### src/rtl/dfe_pkg.sv
package dfe_pkg;
  localparam int DWORD_W  = 64;
  localparam int PTR_W    = 32;
  localparam int FLAG_BIT = 47;  // jump flag in entries, next flag in link entries

  typedef logic [DWORD_W-1:0] dword_t;
  typedef logic [PTR_W-1:0]   ptr_t;

  typedef enum logic [1:0] {RD_IDLE, RD_REQ, RD_DATA, RD_DONE} rd_state_e;

  function automatic logic flag_of(dword_t d);
    return d[FLAG_BIT];
  endfunction

  function automatic ptr_t ptr_of(dword_t d);
    return d[PTR_W-1:0];
  endfunction

  function automatic logic ptr_ok(ptr_t p);
    return p[2:0] == 3'b000;
  endfunction
endpackage

### src/rtl/dfe_ptr_fifo.sv
module dfe_ptr_fifo #(
  parameter int DEPTH = 4,
  parameter int W     = 32
) (
  input  logic                       clk,
  input  logic                       rst_n,
  input  logic                       push_i,
  input  logic [W-1:0]               data_i,
  input  logic                       pop_i,
  output logic [W-1:0]               data_o,
  output logic [$clog2(DEPTH+1)-1:0] level_o,
  output logic                       full_o,
  output logic                       empty_o
);
  localparam int AW = (DEPTH > 1) ? $clog2(DEPTH) : 1;
  localparam int LW = $clog2(DEPTH+1);

  logic [W-1:0]  store_q [DEPTH];
  logic [AW-1:0] wr_q, rd_q;
  logic [LW-1:0] lvl_q;
  logic          do_push, do_pop;

  function automatic logic [AW-1:0] wrap_inc(logic [AW-1:0] p);
    return (p == AW'(DEPTH-1)) ? '0 : p + AW'(1);
  endfunction

  assign full_o  = (lvl_q == LW'(DEPTH));
  assign empty_o = (lvl_q == '0);
  assign do_push = push_i && !full_o;
  assign do_pop  = pop_i && !empty_o;
  assign data_o  = store_q[rd_q];
  assign level_o = lvl_q;

  always_ff @(posedge clk) begin
    if (!rst_n) begin
      wr_q  <= '0;
      rd_q  <= '0;
      lvl_q <= '0;
      for (int i = 0; i < DEPTH; i++) store_q[i] <= '0;
    end else begin
      if (do_push) begin
        store_q[wr_q] <= data_i;
        wr_q          <= wrap_inc(wr_q);
      end
      if (do_pop) rd_q <= wrap_inc(rd_q);
      case ({do_push, do_pop})
        2'b10:   lvl_q <= lvl_q + LW'(1);
        2'b01:   lvl_q <= lvl_q - LW'(1);
        default: lvl_q <= lvl_q;
      endcase
    end
  end

  // a push into a full FIFO leaves the level untouched
  a_r3_full_push_dropped: assert property (@(posedge clk) disable iff (!rst_n)
    (push_i && full_o && !pop_i) |=> (level_o == $past(level_o)));
  a_r3_level_bounded: assert property (@(posedge clk) disable iff (!rst_n)
    level_o <= LW'(DEPTH));
endmodule

### src/rtl/dfe_burst_reader.sv
module dfe_burst_reader
  import dfe_pkg::*;
#(
  parameter int MAX_BEATS = 8
) (
  input  logic                             clk,
  input  logic                             rst_n,
  input  logic                             start_i,
  input  ptr_t                             start_addr_i,
  input  logic [$clog2(MAX_BEATS):0]       start_beats_i,
  output logic                             req_valid_o,
  input  logic                             req_ready_i,
  output ptr_t                             req_addr_o,
  output logic [$clog2(MAX_BEATS)+3:0]     req_bytes_o,
  input  logic                             beat_valid_i,
  input  dword_t                           beat_data_i,
  output logic                             busy_o,
  output logic                             done_o,
  output dword_t [MAX_BEATS-1:0]           stage_o
);
  localparam int CNT_W  = $clog2(MAX_BEATS);
  localparam int BEAT_W = CNT_W + 1;

  rd_state_e               state_q;
  ptr_t                    addr_q;
  logic [BEAT_W-1:0]       beats_q;
  logic [CNT_W-1:0]        cnt_q;
  dword_t [MAX_BEATS-1:0]  stage_q;
  logic                    last_beat;

  assign last_beat   = (cnt_q == CNT_W'(beats_q - BEAT_W'(1)));
  assign req_valid_o = (state_q == RD_REQ);
  assign req_addr_o  = addr_q;
  assign req_bytes_o = {beats_q, 3'b000};
  assign busy_o      = (state_q != RD_IDLE);
  assign done_o      = (state_q == RD_DONE);
  assign stage_o     = stage_q;

  always_ff @(posedge clk) begin
    if (!rst_n) begin
      state_q <= RD_IDLE;
      addr_q  <= '0;
      beats_q <= '0;
      cnt_q   <= '0;
      stage_q <= '0;
    end else begin
      unique case (state_q)
        RD_IDLE: if (start_i) begin
          addr_q  <= start_addr_i;
          beats_q <= start_beats_i;
          cnt_q   <= '0;
          state_q <= RD_REQ;
        end
        RD_REQ:  if (req_ready_i) state_q <= RD_DATA;
        RD_DATA: if (beat_valid_i) begin
          stage_q[cnt_q] <= beat_data_i;
          cnt_q          <= cnt_q + CNT_W'(1);
          if (last_beat) state_q <= RD_DONE;
        end
        RD_DONE: state_q <= RD_IDLE;
        default: state_q <= RD_IDLE;
      endcase
    end
  end

  // a raised request holds until accepted
  a_r10_req_held: assert property (@(posedge clk) disable iff (!rst_n)
    (req_valid_o && !req_ready_i) |=> (req_valid_o && $stable(req_addr_o) && $stable(req_bytes_o)));
  // a new fetch is launched only when nothing is in flight
  a_r9_one_outstanding: assert property (@(posedge clk) disable iff (!rst_n)
    start_i |-> (state_q == RD_IDLE));
  a_r2_done_single_cycle: assert property (@(posedge clk) disable iff (!rst_n)
    done_o |=> !done_o);
endmodule

### src/rtl/dfe_shadow_buf.sv
module dfe_shadow_buf
  import dfe_pkg::*;
#(
  parameter int DEPTH = 8
) (
  input  logic               clk,
  input  logic               rst_n,
  input  logic               commit_i,
  input  dword_t [DEPTH-1:0] data_i,
  output dword_t [DEPTH-1:0] contents_o,
  output logic               done_o
);
  dword_t [DEPTH-1:0] mem_q;
  logic               done_q;

  always_ff @(posedge clk) begin
    if (!rst_n) begin
      mem_q  <= '0;
      done_q <= 1'b0;
    end else begin
      done_q <= commit_i;
      if (commit_i) mem_q <= data_i;
    end
  end

  assign contents_o = mem_q;
  assign done_o     = done_q;

  // contents change only on a completed fetch
  a_r5_hold_between_commits: assert property (@(posedge clk) disable iff (!rst_n)
    !commit_i |=> $stable(contents_o));
  a_r2_done_after_commit: assert property (@(posedge clk) disable iff (!rst_n)
    commit_i |=> done_o);
endmodule

### src/rtl/desc_fetch_engine.sv
module desc_fetch_engine
  import dfe_pkg::*;
#(
  parameter int FIFO_DEPTH  = 4,
  parameter int DESC_DWORDS = 8,
  parameter int LT_DWORDS   = 4
) (
  input  logic                                clk,
  input  logic                                rst_n,
  input  logic                                push_valid_i,
  input  logic [31:0]                         push_ptr_i,
  output logic [$clog2(FIFO_DEPTH+1)-1:0]     fifo_level_o,
  output logic                                overflow_o,
  output logic                                rd_req_valid_o,
  input  logic                                rd_req_ready_i,
  output logic [31:0]                         rd_req_addr_o,
  output logic [$clog2(DESC_DWORDS)+3:0]      rd_req_bytes_o,
  input  logic                                rd_beat_valid_i,
  input  logic [63:0]                         rd_beat_data_i,
  output logic                                desc_done_o,
  output logic                                lt_done_o,
  input  logic                                step_i,
  output logic                                walk_active_o,
  output logic [$clog2(DESC_DWORDS)-1:0]      entry_idx_o,
  input  logic [$clog2(DESC_DWORDS)-1:0]      desc_rd_idx_i,
  output logic [63:0]                         desc_rd_data_o,
  input  logic [$clog2(LT_DWORDS)-1:0]        lt_rd_idx_i,
  output logic [63:0]                         lt_rd_data_o
);
  localparam int ENTRIES = DESC_DWORDS - 1;
  localparam int IDX_W   = $clog2(DESC_DWORDS);
  localparam int BEAT_W  = IDX_W + 1;
  localparam int LVL_W   = $clog2(FIFO_DEPTH+1);

  // FIFO side
  ptr_t              fifo_head;
  logic              fifo_full, fifo_empty, push_ok;
  logic [LVL_W-1:0]  fifo_level;

  // reader side
  logic                     rd_busy, rd_done, rd_start;
  ptr_t                     start_addr;
  logic [BEAT_W-1:0]        start_beats;
  dword_t [DESC_DWORDS-1:0] stage;

  // buffers
  dword_t [DESC_DWORDS-1:0] desc_mem;
  dword_t [LT_DWORDS-1:0]   lt_mem;
  logic                     desc_commit, lt_commit;

  // control state
  logic             lt_pend_q, fetch_lt_q, walk_q, ovf_q;
  ptr_t             lt_addr_q;
  logic [IDX_W-1:0] idx_q;

  // named events
  logic   lt_start, desc_start, step_ok, chain_hit;
  ptr_t   chain_addr;
  dword_t cur_entry;

  assign push_ok    = push_valid_i && ptr_ok(push_ptr_i);
  assign lt_start   = !rd_busy && lt_pend_q;
  assign desc_start = !rd_busy && !lt_pend_q && !walk_q && !fifo_empty;
  assign rd_start   = lt_start || desc_start;
  assign start_addr = lt_start ? lt_addr_q : fifo_head;
  assign start_beats = lt_start ? BEAT_W'(LT_DWORDS) : BEAT_W'(DESC_DWORDS);
  assign step_ok    = step_i && walk_q && !rd_busy && !lt_pend_q;
  assign cur_entry  = desc_mem[idx_q + IDX_W'(1)];
  assign desc_commit = rd_done && !fetch_lt_q;
  assign lt_commit   = rd_done && fetch_lt_q;

  // lowest-indexed link entry with its next flag wins
  always_comb begin
    chain_hit  = 1'b0;
    chain_addr = '0;
    for (int k = LT_DWORDS-1; k >= 0; k--) begin
      if (flag_of(stage[k])) begin
        chain_hit  = 1'b1;
        chain_addr = ptr_of(stage[k]);
      end
    end
  end

  dfe_ptr_fifo #(.DEPTH(FIFO_DEPTH), .W(PTR_W)) u_fifo (
    .clk(clk), .rst_n(rst_n),
    .push_i(push_ok), .data_i(push_ptr_i), .pop_i(desc_start),
    .data_o(fifo_head), .level_o(fifo_level), .full_o(fifo_full), .empty_o(fifo_empty)
  );

  dfe_burst_reader #(.MAX_BEATS(DESC_DWORDS)) u_reader (
    .clk(clk), .rst_n(rst_n),
    .start_i(rd_start), .start_addr_i(start_addr), .start_beats_i(start_beats),
    .req_valid_o(rd_req_valid_o), .req_ready_i(rd_req_ready_i),
    .req_addr_o(rd_req_addr_o), .req_bytes_o(rd_req_bytes_o),
    .beat_valid_i(rd_beat_valid_i), .beat_data_i(rd_beat_data_i),
    .busy_o(rd_busy), .done_o(rd_done), .stage_o(stage)
  );

  dfe_shadow_buf #(.DEPTH(DESC_DWORDS)) u_desc_buf (
    .clk(clk), .rst_n(rst_n), .commit_i(desc_commit), .data_i(stage),
    .contents_o(desc_mem), .done_o(desc_done_o)
  );

  dfe_shadow_buf #(.DEPTH(LT_DWORDS)) u_lt_buf (
    .clk(clk), .rst_n(rst_n), .commit_i(lt_commit), .data_i(stage[LT_DWORDS-1:0]),
    .contents_o(lt_mem), .done_o(lt_done_o)
  );

  always_ff @(posedge clk) begin
    if (!rst_n) begin
      lt_pend_q  <= 1'b0;
      lt_addr_q  <= '0;
      fetch_lt_q <= 1'b0;
      walk_q     <= 1'b0;
      idx_q      <= '0;
      ovf_q      <= 1'b0;
    end else begin
      if (lt_commit && chain_hit) begin
        lt_pend_q <= 1'b1;
        lt_addr_q <= chain_addr;
      end else if (step_ok && flag_of(cur_entry)) begin
        lt_pend_q <= 1'b1;
        lt_addr_q <= ptr_of(cur_entry);
      end else if (lt_start) begin
        lt_pend_q <= 1'b0;
      end

      if (rd_start) fetch_lt_q <= lt_start;

      if (desc_commit) begin
        walk_q <= 1'b1;
        idx_q  <= '0;
      end else if (step_ok) begin
        idx_q <= idx_q + IDX_W'(1);
        if (idx_q == IDX_W'(ENTRIES-1)) walk_q <= 1'b0;
      end

      if (push_ok && fifo_full) ovf_q <= 1'b1;
    end
  end

  assign fifo_level_o   = fifo_level;
  assign overflow_o     = ovf_q;
  assign walk_active_o  = walk_q;
  assign entry_idx_o    = idx_q;
  assign desc_rd_data_o = desc_mem[desc_rd_idx_i];
  assign lt_rd_data_o   = lt_mem[lt_rd_idx_i];

  // every burst starts on a dword boundary
  a_r2_req_aligned: assert property (@(posedge clk) disable iff (!rst_n)
    rd_req_valid_o |-> (rd_req_addr_o[2:0] == 3'b000));
  // a misaligned push never changes the queue
  a_r4_misaligned_not_queued: assert property (@(posedge clk) disable iff (!rst_n)
    (push_valid_i && !ptr_ok(push_ptr_i) && fifo_empty) |=> (fifo_level_o == '0));
  // overflow flag is sticky
  a_r3_overflow_sticky: assert property (@(posedge clk) disable iff (!rst_n)
    overflow_o |=> overflow_o);
  // the walk index stays within the entry range
  a_r7_idx_in_range: assert property (@(posedge clk) disable iff (!rst_n)
    walk_active_o |-> (entry_idx_o < IDX_W'(ENTRIES)));
  // no descriptor is taken during a walk
  a_r9_no_pop_while_walking: assert property (@(posedge clk) disable iff (!rst_n)
    walk_active_o |=> (fifo_level_o >= $past(fifo_level_o)));
  // link-table bursts are 32 bytes
  a_r6_lt_burst_size: assert property (@(posedge clk) disable iff (!rst_n)
    (rd_req_valid_o && fetch_lt_q) |-> (rd_req_bytes_o == {BEAT_W'(LT_DWORDS), 3'b000}));
endmodule

### config.mk
export PLATFORM = sky130hd
export DESIGN_NAME = desc_fetch_engine
export DESIGN_NICKNAME = d
export VERILOG_FILES = /design/src/rtl/dfe_pkg.sv /design/src/rtl/dfe_ptr_fifo.sv /design/src/rtl/dfe_burst_reader.sv /design/src/rtl/dfe_shadow_buf.sv /design/src/rtl/desc_fetch_engine.sv
export SDC_FILE = /design/constraint.sdc
export NUM_CORES = 2
export LEC_CHECK = 0
export BUFFER_PORTS_ARGS = -buffer_cell sky130_fd_sc_hd__buf_2
export CAP_MARGIN = 30
export CORE_AREA = 2 2 359 361
export CTS_CLUSTER_SIZE = 28
export DETAILED_ROUTE_END_ITERATION = 8
export DIE_AREA = 0 0 361 363
export GPL_TIMING_DRIVEN = 0
export PLACE_DENSITY = 0.71
export REMOVE_ABC_BUFFERS = 1
export SETUP_SLACK_MARGIN = 0.2
export SYNTH_ARGS = -nofsm -noshare
export SYNTH_HDL_FRONTEND = slang
export SYNTH_SLANG_ARGS = --single-unit
### constraint.sdc
create_clock -name clk -period 6.4 [get_ports clk]
set_clock_uncertainty 0.05 [all_clocks]
set_input_delay 0 -clock clk [delete_from_list [all_inputs] [get_ports clk]]
set_output_delay 0 -clock clk [all_outputs]
set_load 0.01 [all_outputs]
==> out/qor.yml <==
worstSkewPairLatency_ns: 0.79
firstDrtPassIters: 6
worst_path_max_delay_cell: "ha_4"
die_h_um: 363
clk_pin_slew_ns: 0.06
numCtsBuffers: 150
antenna_found_initial: 19
layout_min_cycle_time_ns: 4.471
synth_top_cell_by_area: "dfxtp_1"
ctsHoldBuffers: 111
p_leak_uw: 0.02581
place_congestion: 0.7752
htree_num_levels: 4
yosysMostFrequentCell: "nand2_1"
seq_area_frac_synth_pct: 52.50
cts_resized: 0
post_cts_buffers: 0
slew_violations: 0
p_per_area_nw_per_um2: 293.1
combinationalPowerShare_pct: 8.6
ys.warnings.count: 0
max_freq_mhz: 223.7
grt_usage_pct: 28.06
final_hold_viol_count: 0
drc_errors: 0
start_kind: "flop"
cts_max_path_buffers: 3
wirelength_um: 188800
drive_gt1_share_pct: 15.25
path_buf_inv: 4
wl_per_cell_um: 23.79
power_switching_uw: 5065
port_buffers: 279
ant_nets: 0
crit_type: "reg2reg"
coreArea_sq_um: 127000
grt-ovfl-total: 0
worstSetupEndpointType: "flop"
pwr-share-clk_pct: 43.4
synth_common_cells: "1650 x nand2_1, 1369 x dfxtp_1, 811 x a21oi_1"
p_sw_share_pct: 24.89
grt_pass1_vias: 46192
busiest_layer: "met2"
io_pins: 285
grtUsageMet2_pct: 44.94
via_count: 47912
fin_nets: 6262
start_util_pct: 46.86
dieWidth_um: 361
netlist_area_sq_um: 59520
synth_edf_count: 128
worst_slew_pin_slew_ns: 1.107
status: "finished, final reports clean"
drv_cap: 0
worstHoldPathType: "in2reg"
grt_max_degree: 158
fin_setup_tns_ns: 0
seqPwrFrac_pct: 47.9
fin_util_pct: 54.66
crit_chain: "buf_16, inv_4, ha_4, buf_16, mux2i_1, nand3_1, nand3_1, o22a_2, buf_12, mux2i_1"
synthArstFlopShare_pct: 0
hpwlAfterDp_um: 110800
row_count: 131
area_growth_pct: 16.66
worst_ir_drop_vdd_mv: 0.2944
arrival_ns: 5.12
met1_usage_pct: 36.36
cpPeakStageDelay_ns: 0.94
path_max_fanout: 54
fin_crit_sh_pct: 69.85
internal_power_uw: 15290
synth_top_area_share_pct: 46.04
crit_required_ns: 7.05
tritoncts: "built"
syn_inst: 6078
synth_area_leaders: "dfxtp_1 46%, nand2_1 10%, mux4_2 8.5%, a22o_1 7.5%, a21oi_1 6.8%"
relSlewSlack_pct: 26.03
die-area_sq_um: 131000
syn_avg_cell_area_sq_um: 9.793
grt_pass1_wl_um: 283400
synth_ff_type: "dfxtp_1"
via_per_inst: 6.039
cts-root-buf: "clkbuf_16"
crit_family: "buffers and inverters"
numClockSinks: 1497
met3_usage_pct: 5.667
drtIter0Drc: 4688
rsz0062_at_grt: "no"
ys_ff_latch: 1497
ys_types: 55
setup_viol: 0
-- metal layers --
layer  share of wire (%)  routed length [um]  up-vias
met5               0.053                 100        -
met4                 4.8                9016       14
met3                 9.1               17260      556
met2                  46               87120     2295
met1                  40               75250    23516
li1                    -                   -    21531
-- tightest hold or removal path: cells and delay by family --
| kind | cells | cell delay [ns] |
|---|---|---|
| buffers and inverters | 2 | 0.65 |
| and+or+nand+nor | 1 | 0.12 |
-- state kept, by name, summed over array words and instances, names as in the netlist, named ones only --
| signal | count |
|---|---|
| entry_idx_o | 3 |
| fetch_lt_q | 1 |
| lt_addr_q | 32 |
| lt_pend_q | 1 |
| overflow_o | 1 |
| u_desc_buf.contents_o | 512 |
| u_desc_buf.done_o | 1 |
| u_fifo.level_o | 3 |
| u_fifo.rd_q | 2 |
| u_fifo.store_q | 128 |
| u_fifo.wr_q | 2 |
| u_lt_buf.contents_o | 256 |
| u_lt_buf.done_o | 1 |
| u_reader.beats_q | 2 |
| u_reader.cnt_q | 3 |
| u_reader.req_addr_o | 32 |
| u_reader.stage_o | 512 |
| u_reader.state_q | 2 |
| walk_active_o | 1 |
-- layout make-up --
type | instances | area, sq um
Antenna cell | 11 | 27.53
Clock buffer | 226 | 4486
Clock inverter | 44 | 439.2
Fill cell | 10606 | 57590
Inverter | 7 | 36.28
Multi-Input combinational cell | 3988 | 26010
Sequential cell | 1497 | 31270
Tap cell | 1662 | 2079
Timing Repair Buffer | 499 | 5091
-- final timing paths --
kind                           from                     end  slack (ns)  cells after the start
max                  entry_idx_o[0]           lt_addr_q[16]        1.93                     10
min                  push_ptr_i[27]   u_fifo.store_q[2][27]        0.03                      3
max reg2reg          entry_idx_o[0]           lt_addr_q[16]        1.93                     10
min reg2reg  u_reader.req_addr_o[8]  u_reader.req_addr_o[8]        0.40                      2
-- stage by stage --
| step | cell area, sq um | power (uW) | setup slack (ns) | hold slack, ns | instances |
|---|---|---|---|---|---|
| after floorplan | 57090 | 10730 | -33.64 | 0.08596 | 5492 |
| after CTS | 69410 | 20390 | 2.006 | 0.001207 | 7923 |
| final | 69440 | 20350 | 1.929 | 0.03197 | 7934 |
| after global placement | 60570 | 11460 | -89.15 | 0.2577 | 7433 |
| after detailed placement | 63370 | 11590 | 2.033 | 0.2624 | 7542 |
| after global routing | 69430 | 20920 | 1.840 | 0.04690 | 7932 |
-- power by group through the flow --
| stage | Sequential [uW] | Combinational, uW | Clock, uW |
|---|---|---|---|
| after CTS | 9750 | 1710 | 8920 |
| after floorplan | 9960 | 771 | 0 |
| after global routing | 9770 | 1840 | 9310 |
| after detailed placement | 9960 | 1630 | 0 |
| final | 9760 | 1750 | 8840 |
| after global placement | 9990 | 1480 | 0 |
-- cell usage in the layout, fill, tap and decap left out, types with 128 or more instances in the layout --
cell and instances:
nand2_1 1648, dfxtp_1 1363, a21oi_1 811, a22o_1 512
buf_2 273, mux4_2 224, nand3_1 165, mux2i_1 164
clkbuf_16 155, edfxtp_1 128
-- logic make-up after synthesis --
kind of cell / synth area share [%]
buffers and inverters: 4.227
other: 0.006300
muxes: 12.44
and+or+nand+nor: 13.98
adders and majority gates: 0.2649
xor gates and xnor gates: 0.1030
AOI/OAI and AO/OA: 16.47
DFF: 52.50
(Power assumes the default switching activity.)
